===== src/rtl/dz_pkg.sv =====
package dz_pkg;
  typedef enum logic [1:0] {
    STEP_HOLD = 2'd0,
    STEP_UP   = 2'd1,
    STEP_DOWN = 2'd2
  } step_e;
endpackage


===== src/rtl/dz_law.sv =====
// Deadzone decision: turns the two threshold bits into a step direction.
module dz_law
  import dz_pkg::*;
(
  input  logic  below_lo,
  input  logic  above_hi,
  output step_e step
);
  always_comb begin
    unique case ({below_lo, above_hi})
      2'b10:   step = STEP_UP;
      2'b01:   step = STEP_DOWN;
      default: step = STEP_HOLD; // inside band, or contradictory pair
    endcase
  end
endmodule


===== src/rtl/dz_duty_acc.sv =====
// Saturating up/down duty register with clamped synchronous load.
module dz_duty_acc
  import dz_pkg::*;
#(
  parameter int W        = 8,
  parameter int DUTY_MIN = 4,
  parameter int DUTY_MAX = 240
) (
  input  logic         clk,
  input  logic         rst,
  input  logic         upd_stb,
  input  step_e        step,
  input  logic         load_en,
  input  logic [W-1:0] load_val,
  output logic [W-1:0] duty_q
);
  localparam logic [W-1:0] MIN_V = W'(DUTY_MIN);
  localparam logic [W-1:0] MAX_V = W'(DUTY_MAX);

  logic [W-1:0] load_clamped;

  always_comb begin
    if (load_val < MIN_V)      load_clamped = MIN_V;
    else if (load_val > MAX_V) load_clamped = MAX_V;
    else                       load_clamped = load_val;
  end

  always_ff @(posedge clk) begin
    if (rst) begin
      duty_q <= MIN_V;
    end else if (load_en) begin
      duty_q <= load_clamped;
    end else if (upd_stb) begin
      unique case (step)
        STEP_UP:   if (duty_q < MAX_V) duty_q <= duty_q + 1'b1;
        STEP_DOWN: if (duty_q > MIN_V) duty_q <= duty_q - 1'b1;
        default:   duty_q <= duty_q;
      endcase
    end
  end
endmodule


===== src/rtl/dz_pwm.sv =====
// Free-running period counter; duty shadowed at period start; registered output.
module dz_pwm #(
  parameter int W        = 8,
  parameter int DUTY_MIN = 4
) (
  input  logic         clk,
  input  logic         rst,
  input  logic [W-1:0] duty,
  output logic         pwm
);
  logic [W-1:0] pc_q;
  logic [W-1:0] shadow_q;
  logic [W-1:0] active;

  assign active = (pc_q == '0) ? duty : shadow_q;

  always_ff @(posedge clk) begin
    if (rst) begin
      pc_q     <= '0;
      shadow_q <= W'(DUTY_MIN);
      pwm      <= 1'b0;
    end else begin
      pc_q     <= pc_q + 1'b1;
      shadow_q <= active;
      pwm      <= (pc_q < active);
    end
  end
endmodule


===== src/rtl/dz_duty_ctrl.sv =====
module dz_duty_ctrl
  import dz_pkg::*;
#(
  parameter int W        = 8,
  parameter int DUTY_MIN = 4,
  parameter int DUTY_MAX = 240
) (
  input  logic         clk,
  input  logic         rst,
  input  logic         below_lo,
  input  logic         above_hi,
  input  logic         upd_stb,
  input  logic         load_en,
  input  logic [W-1:0] load_val,
  output logic         pwm_out,
  output logic [W-1:0] duty_out
);
  step_e step;

  dz_law u_law (
    .below_lo (below_lo),
    .above_hi (above_hi),
    .step     (step)
  );

  dz_duty_acc #(.W(W), .DUTY_MIN(DUTY_MIN), .DUTY_MAX(DUTY_MAX)) u_acc (
    .clk      (clk),
    .rst      (rst),
    .upd_stb  (upd_stb),
    .step     (step),
    .load_en  (load_en),
    .load_val (load_val),
    .duty_q   (duty_out)
  );

  dz_pwm #(.W(W), .DUTY_MIN(DUTY_MIN)) u_pwm (
    .clk  (clk),
    .rst  (rst),
    .duty (duty_out),
    .pwm  (pwm_out)
  );
endmodule


===== config.mk =====
export PLATFORM = sky130hd
export DESIGN_NAME = dz_duty_ctrl
export DESIGN_NICKNAME = d
export VERILOG_FILES = /design/src/rtl/dz_pkg.sv /design/src/rtl/dz_law.sv /design/src/rtl/dz_duty_acc.sv /design/src/rtl/dz_pwm.sv /design/src/rtl/dz_duty_ctrl.sv
export SDC_FILE = /design/constraint.sdc
export NUM_CORES = 1
export LEC_CHECK = 0
export BUFFER_PORTS_ARGS = -buffer_cell sky130_fd_sc_hd__buf_2
export CAP_MARGIN = 25
export CORE_MARGIN = 5
export CORE_UTILIZATION = 45
export DETAILED_ROUTE_END_ITERATION = 10
export PLACE_DENSITY = 0.74
export SYNTH_ARGS = -nofsm -noshare
export SYNTH_HDL_FRONTEND = slang
export SYNTH_SLANG_ARGS = --single-unit

===== constraint.sdc =====
create_clock -name clk -period 2.4 [get_ports clk]
set_input_delay 0.12 -clock clk [delete_from_list [all_inputs] [get_ports clk]]
set_output_delay 0.12 -clock clk [all_outputs]
set_load 0.01 [all_outputs]

==> metrics.txt <==
initial antenna violation count 0; Max Transition Viols Final 0; die area 0.00469 mm2; sequential element share of the synthesized area 0.325; Worst VDD drop 0.331 mV; worst reg2reg setup slack 0.16 ns; Final period util 0.935; IO Count 23; root buffer cell clkbuf_4; setup repair bufs after CTS 0; Routed WL 3360 um; gr usage total 0.162; RSZ-0062 raised after global routing false; Yosys reg bits 25; Port Buffers 22; Hold Fails Final Rpt 0; CTS tree yes; largest net degree at the start of global routing 27; clock latency on the worst-skew pair 0.33 ns; reg2reg end u_pwm.pwm; Net Count, Synth 208; layout cell share with drive strength beyond 1 0.193; dpl hpwl 2560 um; Longest Clk Path Bufs 2; die height 68.5 um; Critical Path AT 2.53 ns; most common cell after layout, fill and taps aside dfxtp_1; total grt overflow 0; drt first pass iters 4; CTS sink count 25; Hold Path Cell Cnt 3; Max FO, Critical Path 6; Reg clk slew, reported paths 0.14 ns; initial detailed-routing violation count 69; Initial Util 0.461; Main synth FF type dfxtp_1; fin cells 248; fin area 0.00176 mm2; synthesized area per cell 8.65 um2; Pwr Density 516 mW/mm2; Final TNS setup 0 ns; Post-synth EDFFs 0; outcome finished, final reports clean; Final Setup Violations 0; Max-Cap Viols 0; Synth Instances 178; crit end category flip-flop; f_max 446 MHz; FILL cells 340; Wirelength per Cell 13.6 um; routability cong. 0.827; Pleak 0.811 nW; vias 1341; htree depth 1; total power 0.909 mW; Setup Skew 0.0134 ns; hold_buf cts 0; WS Path Type flip-flop to flip-flop; Via density 5.41; asr flop ratio synth 0; vias in the first global route 1255; first-pass GRT wire length 5810 um; Core Footprint 0.00334 mm2; Synth Cell Area 0.00154 mm2; setup ws final 0.157 ns; total number of yosys warnings 0; cts repair resizes 0; Max transition margin 0.701; Chip Width 68.5 um; crit path launch type flip-flop; CTS buffer count 3; dpl cells 244; commonest cells after routing, fill and taps aside dfxtp_1 (24), nor2_1 (22), buf_2 (22); Critical R2R Launch u_pwm.pc_q[1]; FF-to-FF path depth 10; Cell Rows 21; Final Critical Period 2.24 ns; Tightest Hold Check Type input pin to flip-flop; crit path to u_pwm.pwm; required time worst endpoint 2.69 ns; Util after Layout 0.528; Antenna Diode Count 0; beginning of the critical path u_pwm.pc_q[1]; DP Area 0.00170 mm2; worst-margin pin slew 0.448 ns; DRT antenna net count 0; Place WS 0.105 ns; Residual DRC 0; Layout area overhead 14.4%; Min Hold Slack 0.0481 ns; Unique masters post-synth 38; fin nets 233
-- flip-flops by register name, indices dropped and copies added (netlist names) --
signal,cells
u_pwm.pwm,1
u_pwm.shadow_q,8
u_pwm.pc_q,8
u_acc.duty_q,8
-- per-layer routing --
layer,wire [um],up-vias,GRT usage
met5,0,-,0
met4,36,0,0.0447
met3,243,2,0.0443
met2,1490,33,0.242
met1,1590,613,0.226
li1,-,693,-
-- report_power, final --
part	total, mW	switching (mW)	leakage (nW)	internal [mW]
Clock	0.189	0.124	0.0150	0.0652
Sequential	0.468	0.0263	0.205	0.441
Combinational	0.252	0.135	0.590	0.117
Total	0.909	0.286	0.811	0.623
-- cells in the mapped netlist (4+ instances only) --
cell type	count	area [um2]
a211oi_1	4	30.0
a21o_1	5	37.5
a21oi_1	12	60.1
and3_1	4	25.0
clkbuf_1	4	15.0
dfxtp_1	25	500
ha_1	15	188
inv_1	9	33.8
mux2i_1	8	80.1
nand2_1	7	26.3
nand3_1	6	30.0
nand4_1	7	43.8
nor2_1	22	82.6
nor3_1	5	25.0
o21ai_0	7	35.0
xnor2_1	5	43.8
xor2_1	4	35.0
-- how the worst min path moves through the flow --
stage | start | end | slack [ns]
after floorplan | load_val[6] | u_acc.duty_q[6] | 0.27
after global placement | load_val[1] | u_acc.duty_q[1] | 0.39
after detailed placement | load_val[0] | u_acc.duty_q[0] | 0.39
after CTS | load_val[0] | u_acc.duty_q[0] | 0.04
after global routing | load_val[0] | u_acc.duty_q[0] | 0.04
final | load_val[0] | u_acc.duty_q[0] | 0.05
-- worst max-delay path, stage by stage (launching register included) --
cell,delay [ns]
dfxtp_2,0.37
inv_1,0.04
ha_1,0.17
nor4b_4,0.13
nand2_2,0.17
mux2i_2,0.26
ha_1,0.29
and3_1,0.20
a221oi_2,0.24
a21boi_1,0.18
o211a_1,0.16
-- logic make-up (layout without fill, tap and decap cells) --
group | count (synthesis) | after routing | share of synthesized area
AND/OR/NAND/NOR | 62 | 62 | 0.207
flip-flops | 25 | 25 | 0.325
AO/OA/AOI/OAI | 44 | 44 | 0.191
XOR/XNOR | 9 | 9 | 0.0512
buffers and inverters | 14 | 38 | 0.0390
adder cells (fa/ha/maj) | 16 | 16 | 0.135
multiplexers | 8 | 8 | 0.0520
-- final cells by class --
| cell class | count | area, um2 | share of cell area |
|---|---|---|---|
| multi-input combinational | 139 | 1010 | 0.573 |
| inverter | 9 | 33.8 | 0.0192 |
| timing repair buffer | 25 | 133 | 0.0753 |
| clock buffer | 4 | 26.3 | 0.0149 |
| sequential | 25 | 502 | 0.285 |
| tap | 46 | 57.6 | 0.0327 |
(Power assumes the default switching activity.)
